$ cat config.mk
export PLATFORM = sky130hd
export DESIGN_NAME = dds_phase_core
export DESIGN_NICKNAME = d
export VERILOG_FILES = /design/src/rtl/dds_phase_pkg.sv /design/src/rtl/dds_stage_reg.sv /design/src/rtl/dds_clear_ctrl.sv /design/src/rtl/dds_accumulator.sv /design/src/rtl/dds_phase_adder.sv /design/src/rtl/dds_phase_core.sv
export SDC_FILE = /design/constraint.sdc
export NUM_CORES = 1
export LEC_CHECK = 0
export ABC_AREA = 0
export BUFFER_PORTS_ARGS = -buffer_cell sky130_fd_sc_hd__buf_2
export CAP_MARGIN = 0
export CORE_MARGIN = 10
export CORE_UTILIZATION = 50
export CTS_CLUSTER_SIZE = 20
export DETAILED_ROUTE_END_ITERATION = 10
export PLACE_DENSITY = 0.75
export SLEW_MARGIN = 30
export SYNTH_ARGS = -nofsm -noshare
export SYNTH_HDL_FRONTEND = slang
export SYNTH_SLANG_ARGS = --single-unit
$ cat constraint.sdc
create_clock -name clk -period 2.25 [get_ports clk]
set_input_delay 0.1125 -clock clk [delete_from_list [all_inputs] [get_ports clk]]
set_output_delay 0.1125 -clock clk [all_outputs]
set_load 0.01 [all_outputs]
$ cat src/rtl/dds_phase_pkg.sv
// Shared types for the DDS phase path.
// Assumes: nothing beyond being compiled before the modules that use it.
package dds_phase_pkg;

    // What the accumulator does on the next clock edge.
    typedef enum logic [1:0] {
        ACC_RUN   = 2'd0,  // add the active frequency word
        ACC_HOLD  = 2'd1,  // continuous clear, stay at zero
        ACC_SNAP  = 2'd2   // one-shot clear at an update
    } acc_op_e;

endpackage

$ cat src/rtl/dds_stage_reg.sv
// Staged register pair: a write lands in the staging register and an update
// copies the staging register into the active register.
// Assumes: an update copies the staged value as it stood before the edge,
// so a write in the same cycle only reaches the staging register.
module dds_stage_reg #(
    parameter int W = 32
) (
    input  logic         clk,
    input  logic         rst_n,
    input  logic         wr_en,
    input  logic [W-1:0] wr_data,
    input  logic         load,
    output logic [W-1:0] staged_q,
    output logic [W-1:0] active_q
);

    // Capture the written value into the staging register.
    always_ff @(posedge clk) begin
        if (!rst_n) begin
            staged_q <= '0;
        end else if (wr_en) begin
            staged_q <= wr_data;
        end
    end

    // Move the staged value into the active register on an update.
    always_ff @(posedge clk) begin
        if (!rst_n) begin
            active_q <= '0;
        end else if (load) begin
            active_q <= staged_q;
        end
    end

endmodule

$ cat src/rtl/dds_clear_ctrl.sv
// Decodes the two clear controls and the update strobe into one
// accumulator operation.
// Assumes: the continuous clear takes priority over the one-shot clear.
module dds_clear_ctrl
    import dds_phase_pkg::*;
(
    input  logic    clr_hold,
    input  logic    clr_on_update,
    input  logic    update,
    output acc_op_e acc_op
);

    // Pick the accumulator operation for this cycle.
    always_comb begin
        if (clr_hold) begin
            acc_op = ACC_HOLD;
        end else if (clr_on_update && update) begin
            acc_op = ACC_SNAP;
        end else begin
            acc_op = ACC_RUN;
        end
    end

endmodule

$ cat src/rtl/dds_accumulator.sv
// Phase accumulator: modulo-2^ACC_W sum of the frequency word, with clear.
// Assumes: step is the active frequency word, stable between updates.
module dds_accumulator
    import dds_phase_pkg::*;
#(
    parameter int ACC_W = 32
) (
    input  logic             clk,
    input  logic             rst_n,
    input  acc_op_e          acc_op,
    input  logic [ACC_W-1:0] step,
    output logic [ACC_W-1:0] acc_q
);

    // Advance, hold at zero, or clear once, as the operation selects.
    always_ff @(posedge clk) begin
        if (!rst_n) begin
            acc_q <= '0;
        end else begin
            unique case (acc_op)
                ACC_HOLD: acc_q <= '0;
                ACC_SNAP: acc_q <= '0;
                default:  acc_q <= acc_q + step;
            endcase
        end
    end

endmodule

$ cat src/rtl/dds_phase_adder.sv
// Truncates the accumulator to its top PHASE_W bits and adds the offset,
// modulo 2^PHASE_W.
// Assumes: PHASE_W <= ACC_W.
module dds_phase_adder #(
    parameter int ACC_W   = 32,
    parameter int PHASE_W = 14
) (
    input  logic [ACC_W-1:0]   acc,
    input  logic [PHASE_W-1:0] offset,
    output logic [PHASE_W-1:0] phase
);

    localparam int DROP_W = ACC_W - PHASE_W;

    logic [PHASE_W-1:0] acc_top;

    // Choose the truncation variant for the configured widths.
    generate
        if (DROP_W == 0) begin : g_full
            assign acc_top = acc;
        end else begin : g_trunc
            assign acc_top = acc[ACC_W-1:DROP_W];
        end
    endgenerate

    // Add the offset; the carry out of the top bit is dropped.
    always_comb begin
        phase = acc_top + offset;
    end

endmodule

$ cat src/rtl/dds_phase_core.sv
// DDS phase path top: staged frequency and offset words, a clear controller,
// the phase accumulator and the offset adder.
// Assumes: all inputs are synchronous to clk; update is a single-cycle strobe.
module dds_phase_core
    import dds_phase_pkg::*;
#(
    parameter int ACC_W   = 32,
    parameter int PHASE_W = 14
) (
    input  logic               clk,
    input  logic               rst_n,
    input  logic               ftw_wr,
    input  logic [ACC_W-1:0]   ftw_wdata,
    input  logic               pow_wr,
    input  logic [PHASE_W-1:0] pow_wdata,
    input  logic               update,
    input  logic               clr_hold,
    input  logic               clr_on_update,
    output logic [PHASE_W-1:0] phase_out
);

    logic [ACC_W-1:0]   ftw_shd;
    logic [ACC_W-1:0]   ftw_act;
    logic [PHASE_W-1:0] pow_shd;
    logic [PHASE_W-1:0] pow_act;
    logic [ACC_W-1:0]   acc_q;
    acc_op_e            acc_op;

    // Staged and active frequency word.
    dds_stage_reg #(.W(ACC_W)) u_ftw (
        .clk      (clk),
        .rst_n    (rst_n),
        .wr_en    (ftw_wr),
        .wr_data  (ftw_wdata),
        .load     (update),
        .staged_q (ftw_shd),
        .active_q (ftw_act)
    );

    // Staged and active phase offset.
    dds_stage_reg #(.W(PHASE_W)) u_pow (
        .clk      (clk),
        .rst_n    (rst_n),
        .wr_en    (pow_wr),
        .wr_data  (pow_wdata),
        .load     (update),
        .staged_q (pow_shd),
        .active_q (pow_act)
    );

    // Decode the clear modes.
    dds_clear_ctrl u_clr (
        .clr_hold      (clr_hold),
        .clr_on_update (clr_on_update),
        .update        (update),
        .acc_op        (acc_op)
    );

    // Phase accumulator.
    dds_accumulator #(.ACC_W(ACC_W)) u_acc (
        .clk    (clk),
        .rst_n  (rst_n),
        .acc_op (acc_op),
        .step   (ftw_act),
        .acc_q  (acc_q)
    );

    // Offset and truncation.
    dds_phase_adder #(.ACC_W(ACC_W), .PHASE_W(PHASE_W)) u_add (
        .acc    (acc_q),
        .offset (pow_act),
        .phase  (phase_out)
    );

endmodule

Yosys cells after proc, flatten, opt, wreduce, memory -nomap -nowiden --
Cells that the tools add are included. Widths: inputs -> output; s select.
Storage, ports and cells: register bits after elaboration 124, input port bits 53, output and inout port bits 14, word-level logic and storage cells 14
Cells by class: add/sub/neg operators 2, equal/unequal tests 2, muxes and demuxes 2, bitwise gates (word level) 1, reduce and logical (&&, ||, !) cells 2
Operators with widths (number):
- $add 32x32->32 | 1
- $add 14x14->14 | 1
- $mux 2 | 2
- $reduce_or 3->1 | 1
- $eq 2x1->1 const B | 1
- $eq 2x2->1 const B | 1
- $logic_and 1x1->1 | 1
- $not 1->1 | 1

Longest topological paths before layout --
Gate-level depths: netlist (run 1).
depth after elaboration 5, mapped depth 9

By module --
Synthesis (run 1) repeated with hierarchy kept, for this count alone.
Unflattened totals: cell total of the unflattened synthesis 738, area, all modules 7043.0 um2
Modules (own cells, without submodules):
- dds_accumulator | times used 1, cells each 329, area each 2696.3 um2
- dds_stage_reg at u_ftw | times used 1, cells each 207, area each 2492.4 um2
- dds_stage_reg at u_pow | times used 1, cells each 90, area each 1088.5 um2
- dds_phase_adder | times used 1, cells each 110, area each 749.5 um2
- dds_clear_ctrl | times used 1, cells each 2, area each 16.3 um2

Least setup slack after synthesis (run 1) --
No wires, ideal clock.
path type reg-to-output, start point reg u_pow.active_q[1], end point out phase_out[13], data arrival time 2.153 ns, required time 2.138 ns, setup slack -0.016 ns, stages on the path, launching flop included 9, cells stage by stage dfxtp_1 > ha_1 > a21o_1 > a21oi_2 > nor2b_1 > or4_4 > a2111oi_4 > o31ai_2 > xnor2_1
On the way: cells in the longest elaborated chain, start to end 1
RTL lines:
- start, declared | RTL line dds_stage_reg.sv:14 | output logic [W-1:0] active_q
- start signal, assigned | RTL line dds_stage_reg.sv:31 | active_q <= staged_q;
- $add 14x14->14 | RTL line dds_phase_adder.sv:28 | phase = acc_top + offset;
- end, declared | RTL line dds_phase_core.sv:19 | output logic [PHASE_W-1:0] phase_out
No other way between the ends.

Worst setup path after layout (run 1) --
start point reg u_pow.active_q[1], end point out phase_out[9]
The elaborated chain is that of the path after synthesis.

==> results of run 1 <==
[layout make-up]
class                   instances  area [sq um]  area share (%)
clock buffers                  21           460            5.42
multi-input cells             519          4020            47.3
repair buffers                162          1180            13.9
clock inverters                 8          95.1            1.12
flip-flops and latches        124          2490            29.3
inverters                       9          33.8           0.398
well taps                     172           215            2.53
[cell usage after synthesis, drive strengths merged (8+ instances only)]
cell type | instances | area share [%]
inv | 9 | 0.53
a21oi | 40 | 3.4
dfxtp | 124 | 39
nand4 | 8 | 0.88
nand3 | 11 | 0.86
o21a | 9 | 1.1
buf | 14 | 0.98
a21o | 24 | 2.8
mux2i | 94 | 15
and2 | 8 | 0.78
clkbuf | 15 | 0.88
nor2 | 126 | 7.4
ha | 44 | 8.6
o21ai | 19 | 1.5
nor3 | 11 | 0.94
xor2 | 15 | 2.1
xnor2 | 18 | 2.5
nand2 | 31 | 1.9
[metal layers]
layer	wire length, um	vias up	share of wire [%]
met4	308	0	1.9
met3	724	29	4.5
met5	0	-	0
met2	8130	132	50
met1	7060	2550	44
li1	-	2707	-
[how the worst max path moves through the flow]
stage                           start              end  slack (ns)
finish              u_pow.active_q[1]     phase_out[9]       -0.52
global route        u_pow.active_q[1]    phase_out[11]       -0.66
CTS                 u_pow.active_q[1]    phase_out[11]       -0.56
detailed placement  u_ftw.active_q[0]  u_acc.acc_q[24]       -0.16
global placement    u_ftw.active_q[0]  u_acc.acc_q[24]       -0.09
floorplan           u_pow.active_q[1]    phase_out[11]       -0.01
[critical path: cells and delay by family, from the launching register on]
family	cells	cell delay (ns)
AO/OA/AOI/OAI	3	0.70
flip-flops	1	0.34
XOR/XNOR	1	0.10
adder cells (fa/ha/maj)	1	0.23
AND/OR/NAND/NOR	2	0.52
buffers and inverters	2	0.34
[what timing repair did]
action                                 4_1_cts  5_1_grt
pin swaps                                   18       18
setup buffers                                7        3
resized for setup                           21       34
endpoints found under the hold margin       46        0
setup endpoints to repair                   15       21
hold buffers                                46        0
[sequential cells by signal, summed over array words and instances (netlist names)]
signal,cells
u_ftw.staged_q,32
u_pow.active_q,14
u_pow.staged_q,14
u_ftw.active_q,32
u_acc.acc_q,32
[stage by stage]
step                total power [mW]  util [%]  hold WS [ns]  cell area (sq um)
floorplan                       2.67         -         0.260               6390
global placement                2.80      56.7         0.347               7130
detailed placement              2.82      56.7         0.356               7130
CTS                             5.50      65.8         0.171               8270
global route                    5.64      67.6         0.228               8490
finish                          5.46      67.6         0.188               8490
[power by group]
group	switching, mW	total [mW]	internal (mW)
combinational	0.255	0.519	0.265
clock	0.942	2.60	1.66
sequential	0.0553	2.34	2.29
[logic make-up (layout without fill, tap and decap cells)]
logic type,after synthesis,in the layout,synth area share (%)
and+or+nand+nor,221,221,15.8
DFF,124,124,38.8
xor gates and xnor gates,33,33,4.52
muxes,94,94,14.7
buffers and inverters,38,200,2.39
adders and majority gates,46,46,9.24
AOI/OAI and AO/OA,125,125,14.5
==> results.cfg, run 1 <==
[status]
outcome = finished, violations left
violations = negative setup slack

[die]
fp-row-count = 41
coreArea_sq_um = 12600
die_h_um = 133
dieArea_sq_um = 17700
ios = 67
start_util_pct = 50.9
die_w_um = 133

[setup_path]
reg2reg_slack_ns = -0.03
r2r_start = u_ftw.active_q[0]
start_kind = register
path_cells = ha_4, a21o_1, a21oi_2, nor2b_1, or4_4, a2111oi_4, buf_4, xnor2_2, buf_2
endpoint_kind = output pin
critPathMaxFanout = 3
r2r_cells = 9
critPathSlowestCell = or4_4
timing.rr.end = u_acc.acc_q[24]
crit_type = register to output pin
worstPathArrival_ns = 2.66
cp_slowest_stage_delay_ns = 0.45
crit_required_ns = 2.14

[worst_hold_path]
holdCritPathClass = input port to register
hp-start = clr_hold
hold_path_end = u_acc.acc_q[31]
whs_path_depth = 5

[power_and_ir_drop]
ir_drop_mv = 0.514
p_leak_nw = 3.98
power.density_nw_per_um2 = 643

[synthesis]
yosysWarningCount = 0
synthArstFlopShare_pct = 0
synth_edf_count = 0
ys_ff_latch = 124
syn_avg_cell_area_sq_um = 9.38
synth_area_sq_um = 6390
synthCells = 681
synth.distinct_cells = 61
synthesis.nets = 780
ys.flop_type = dfxtp_1
yosysSeqAreaShare_pct = 38.8

[timing]
drv_slew = 0
finalCriticalPeriod_ns = 2.77
tightest_slew_ns = 0.927
fmax_mhz = 361
setup_ws_ns = -0.523
fin_tns_setup_ns = -3.20
finalSetupViolCount = 9
hold_violations = 0
rsz0062_at_grt = true
skew_ns = 0.00888
period_share_pct = 123
relSlewSlack_pct = 38.2

[placed_design]
post-place-cells = 931
gp_congestion = 0.895
io_buffers = 66
place_ws_ns = -0.156
place_hpwl_um = 11300

[route]
routed_wirelength_um = 16200
first_pass_iters = 5
vias = 5418
ant_nets = 0
drcViolationCount = 0
wl_per_cell_um = 16.0
vias_per_cell = 5.34
drt_iter0_markers = 310

[clock_tree]
insertion_delay_ns = 0.42
path_clk_slew_ns = 0.05
root_buffer = clkbuf_16
cts_buffers = 17
h-tree-depth = 4
clockBufferDepth = 2
clock_sinks = 124
cts_tree = yes

[run]
maxCapViolCount = 0

[global_route]
grt_use_total_pct = 18.0
grt_use_met2_pct = 31.0
overflow = 0
antenna_found_initial = 0
grt.met1_usage_pct = 21.0
grt_pass1_vias = 5601
grt_busiest_layer = met2
use_met3_pct = 4.77
grt_pass1_wl_um = 26400
grt_max_degree = 93

[layout]
layout-drive-gt1-share_pct = 24.1
final_cell_mix = 126 x nor2_1, 117 x dfxtp_1, 94 x mux2i_1
final_common_cell = nor2_1
fin_nets = 932
area_growth_pct = 32.9
diodes = 0
n_fill_cell = 954
final_cells = 1015
(Power assumes the default switching activity.)
==> run 2, diff against run 1 <==
Settings changed: RECOVER_POWER set to 100.
==> results.cfg, run 2 (synthesis gave the netlist of run 1 again) <==
[status]
outcome = finished, violations left
violations = max-capacitance violations, max-slew violations, negative setup slack

[run]
maxCapViolCount = 1

[timing]
period_share_pct = 123
relSlewSlack_pct = -19.5
tightest_slew_ns = 1.79
drv_slew = 93
skew_ns = 0.00795
setup_ws_ns = -0.520
finalSetupViolCount = 14
fmax_mhz = 361
hold_violations = 0
rsz0062_at_grt = true
finalCriticalPeriod_ns = 2.77

[clock_tree]
cts_buffers = 17
cts_tree = yes
clockBufferDepth = 2
path_clk_slew_ns = 0.05
insertion_delay_ns = 0.42
clock_sinks = 124
h-tree-depth = 4
root_buffer = clkbuf_16

[placed_design]
io_buffers = 66
place_hpwl_um = 11300
post-place-cells = 931
gp_congestion = 0.895

[die]
ios = 67
coreArea_sq_um = 12600
fp-row-count = 41
dieArea_sq_um = 17700
die_w_um = 133
die_h_um = 133
start_util_pct = 50.9

[setup_path]
crit_required_ns = 2.14
start_kind = register
path_cells = ha_4, a21o_1, a21oi_2, nor2b_1, or4_4, a2111oi_4, buf_4, xnor2_2, buf_2
r2r_start = u_ftw.active_q[0]
cp-startpoint = u_pow.active_q[1]
critPathMaxFanout = 3
endpoint_kind = output pin
cp_slowest_stage_delay_ns = 0.45
reg2reg_slack_ns = -0.34
r2r_cells = 9
worstPathArrival_ns = 2.66
critPathSlowestCell = or4_4
crit_type = register to output pin
timing.rr.end = u_acc.acc_q[24]
endpoint = phase_out[9]

[power_and_ir_drop]
p_total_mw = 5.45
p_leak_nw = 3.94
power.density_nw_per_um2 = 647
ir_drop_mv = 0.513

[global_route]
grt_pass1_wl_um = 26400
overflow = 0
grt_max_degree = 93
grt_use_total_pct = 18.0
antenna_found_initial = 0
grt_pass1_vias = 5601

[route]
drt_iter0_markers = 304
routed_wirelength_um = 16200
vias = 5437
wl_per_cell_um = 16.0
ant_nets = 0
first_pass_iters = 5
drcViolationCount = 0
vias_per_cell = 5.36

[worst_hold_path]
holdCritPathClass = input port to register
whs_path_depth = 5

[layout]
final_common_cell = nor2_1
biggestRegsByFlops = u_acc.acc_q x32, u_ftw.active_q x32, u_ftw.staged_q x32
final_cells = 1015
n_fill_cell = 972
diodes = 0
fin_nets = 932
final_cell_mix = 126 x nor2_1, 119 x dfxtp_1, 94 x mux2i_1
layout-drive-gt1-share_pct = 22.2
area_growth_pct = 31.8
==> run 2: worst min path at each step <==
| stage | slack (ns) | from | to |
|---|---|---|---|
| after floorplan | 0.26 | ftw_wdata[0] | u_ftw.staged_q[0] |
| after global placement | 0.35 | pow_wdata[4] | u_pow.staged_q[4] |
| after detailed placement | 0.36 | ftw_wdata[31] | u_ftw.staged_q[31] |
| after CTS | 0.17 | clr_hold | u_acc.acc_q[31] |
| after global routing | 0.23 | clr_hold | u_acc.acc_q[24] |
| final | 0.19 | clr_hold | u_acc.acc_q[31] |
==> run 2: report_power, final <==
| part | internal (mW) | total [mW] | switching [mW] |
|---|---|---|---|
| Combinational | 0.263 | 0.517 | 0.254 |
| Sequential | 2.29 | 2.34 | 0.0549 |
| Clock | 1.66 | 2.59 | 0.936 |
==> run 2: area by class of cell <==
cell class	instances	area, sq um	area share, %
flip-flops and latches	124	2490	29.5
clock buffers	21	460	5.47
clock inverters	8	95.1	1.13
well taps	172	215	2.56
multi-input cells	519	3970	47.1
repair buffers	162	1160	13.8
inverters	9	33.8	0.401
==> run 2: stage by stage <==
| stage | instance area (sq um) | util [%] | setup slack (ns) | hold WS (ns) | setup TNS, ns |
|---|---|---|---|---|---|
| after floorplan | 6390 | - | -0.0126 | 0.260 | -0.0126 |
| after global placement | 7130 | 56.7 | -0.0933 | 0.347 | -0.307 |
| after detailed placement | 7130 | 56.7 | -0.156 | 0.356 | -0.708 |
| after CTS | 8270 | 65.8 | -0.556 | 0.171 | -2.91 |
| after global routing | 8420 | 67.0 | -0.661 | 0.229 | -6.96 |
| final | 8420 | 67.0 | -0.520 | 0.193 | -4.30 |
==> run 2: repair_timing <==
item | in CTS | in global routing
pin swaps | 18 | 18
buffers inserted | 7 | 3
endpoints found under the hold margin | 46 | 0
resized for setup | 21 | 34
setup endpoints to repair | 15 | 21
hold buffers | 46 | 0
==> run 2: routing by layer <==
metal / GRT usage [%] / up-vias / share of wire [%]
li1: - / 2715 / -
met1: 21.0 / 2549 / 43
met2: 31.0 / 144 / 50
met3: 4.77 / 29 / 4.8
met4: 6.36 / 0 / 2.0
met5: 0 / - / 0
==> run 2: critical path: cells and delay by family, from the launching register on <==
kind,cells,cell delay (ns)
XOR/XNOR,1,0.10
AND/OR/NAND/NOR,2,0.52
adder cells (fa/ha/maj),1,0.23
AO/OA/AOI/OAI,3,0.70
buffers and inverters,2,0.34
flip-flops,1,0.34
==> run 3, diff against run 2 <==
Settings changed: CORE_UTILIZATION 50 to 25, PLACE_DENSITY 0.75 to 0.43.
Clock period 2.25 ns to 3 ns, I/O delays scaled along.
==> results.cfg, run 3 (synthesis gave the netlist of run 1 again) <==
[status]
outcome = finished, violations left
violations = max-capacitance violations, max-slew violations

[layout]
final_cell_mix = 126 x nor2_1, 122 x dfxtp_1, 94 x mux2i_1
area_growth_pct = 27.2
final_common_cell = nor2_1
fin_nets = 890
biggestRegsByFlops = u_acc.acc_q x32, u_ftw.active_q x32, u_ftw.staged_q x32
finish.utilization_pct = 32.3
stdcell_area_sq_um = 8130
diodes = 0
layout-drive-gt1-share_pct = 14.3

[die]
die_h_um = 180
fp-row-count = 58
start_util_pct = 25.4
dieArea_sq_um = 32400
coreArea_sq_um = 25200
ios = 67
die_w_um = 180

[route]
drt_iter0_markers = 184
drcViolationCount = 0
wl_per_cell_um = 14.5
first_pass_iters = 4
vias_per_cell = 4.44
routed_wirelength_um = 16400
ant_nets = 0
vias = 5029

[timing]
finalSetupViolCount = 0
period_share_pct = 95.9
fmax_mhz = 348
fin_tns_setup_ns = 0
rsz0062_at_grt = false
relSlewSlack_pct = -61.9
finalCriticalPeriod_ns = 2.88
tightest_slew_ns = 2.43
skew_ns = 0.0132
setup_ws_ns = 0.124
drv_slew = 80
hold_violations = 0

[global_route]
grt_max_degree = 49
grt_pass1_wl_um = 27100
antenna_found_initial = 0
grt_pass1_vias = 5168
grt_use_total_pct = 10.1
overflow = 0

[placed_design]
gp_congestion = 0.770
placed_area_sq_um = 7070
place_hpwl_um = 12200
place_ws_ns = 0.412
io_buffers = 66

[run]
maxCapViolCount = 2

[power_and_ir_drop]
ir_drop_mv = 0.361
p_leak_nw = 3.71
power.density_nw_per_um2 = 527
p_total_mw = 4.29

[setup_path]
worstPathArrival_ns = 2.73
critPathSlowestCell = or4_4
start_kind = register
critPathMaxFanout = 3
cp_slowest_stage_delay_ns = 0.45
crit_required_ns = 2.85
crit_buf_inv = 1
endpoint_kind = output pin
cp_top_family = compound AO/OA/AOI/OAI gates
path_cells = ha_4, a21o_1, a21oi_2, nor2b_1, or4_4, a2111oi_4, o21bai_1, xor2_1, clkbuf_2
crit_type = register to output pin

[clock_tree]
path_clk_slew_ns = 0.06
insertion_delay_ns = 0.42
clockBufferDepth = 2
cts_tree = yes
cts_buffers = 17
h-tree-depth = 4
clock_sinks = 124
root_buffer = clkbuf_16

[worst_hold_path]
holdCritPathClass = input port to register
-- run 3: per-layer routing --
layer,up-vias,part of all wire [%],global-route usage (%)
li1,2631,-,-
met1,2317,49,12.8
met2,65,45,16.3
met3,16,3.4,2.45
met4,0,2.1,4.04
met5,-,0,0
-- run 3: tightest hold or removal path: stages --
cell	delay, ns
buf_2	0.09
a211oi_1	0.05
buf_4	0.17
nand4_1	0.08
nand2_1	0.04
-- run 3: area by class of cell --
cell class                 count  area, sq um
inverter                       9         33.8
multi-input combinational    519         3750
timing repair buffer         120          832
sequential                   124         2480
tap                          330          413
clock buffer                  17          425
fill                        2597        17100
clock inverter                14          194
-- run 3: worst paths after layout --
check | startpoint | endpoint | slack [ns] | cells after the start
max | u_pow.active_q[1] | phase_out[11] | 0.12 | 9
min | clr_hold | u_acc.acc_q[31] | 0.23 | 5
max reg2reg | u_ftw.active_q[2] | u_acc.acc_q[25] | 0.26 | 8
min reg2reg | u_ftw.staged_q[9] | u_ftw.staged_q[9] | 0.50 | 2
-- run 3: power by group --
part | switching (mW) | internal (mW)
Clock | 0.781 | 1.39
Sequential | 0.0412 | 1.71
Combinational | 0.180 | 0.184
Total | 1.00 | 3.28
-- run 3: stage by stage --
stage	instances	hold WS (ns)
floorplan	681	0.297
global placement	1055	0.386
detailed placement	1055	0.392
CTS	1132	0.206
global route	1133	0.235
finish	1133	0.230
-- run 3: repair_timing --
| action | 4_1_cts | 5_1_grt |
|---|---|---|
| hold endpoints to repair | 46 | 0 |
| hold buffers | 46 | 0 |
| buffers inserted | 0 | 1 |
| gates resized for setup | 0 | 3 |
| endpoints found under the setup margin | 0 | 2 |
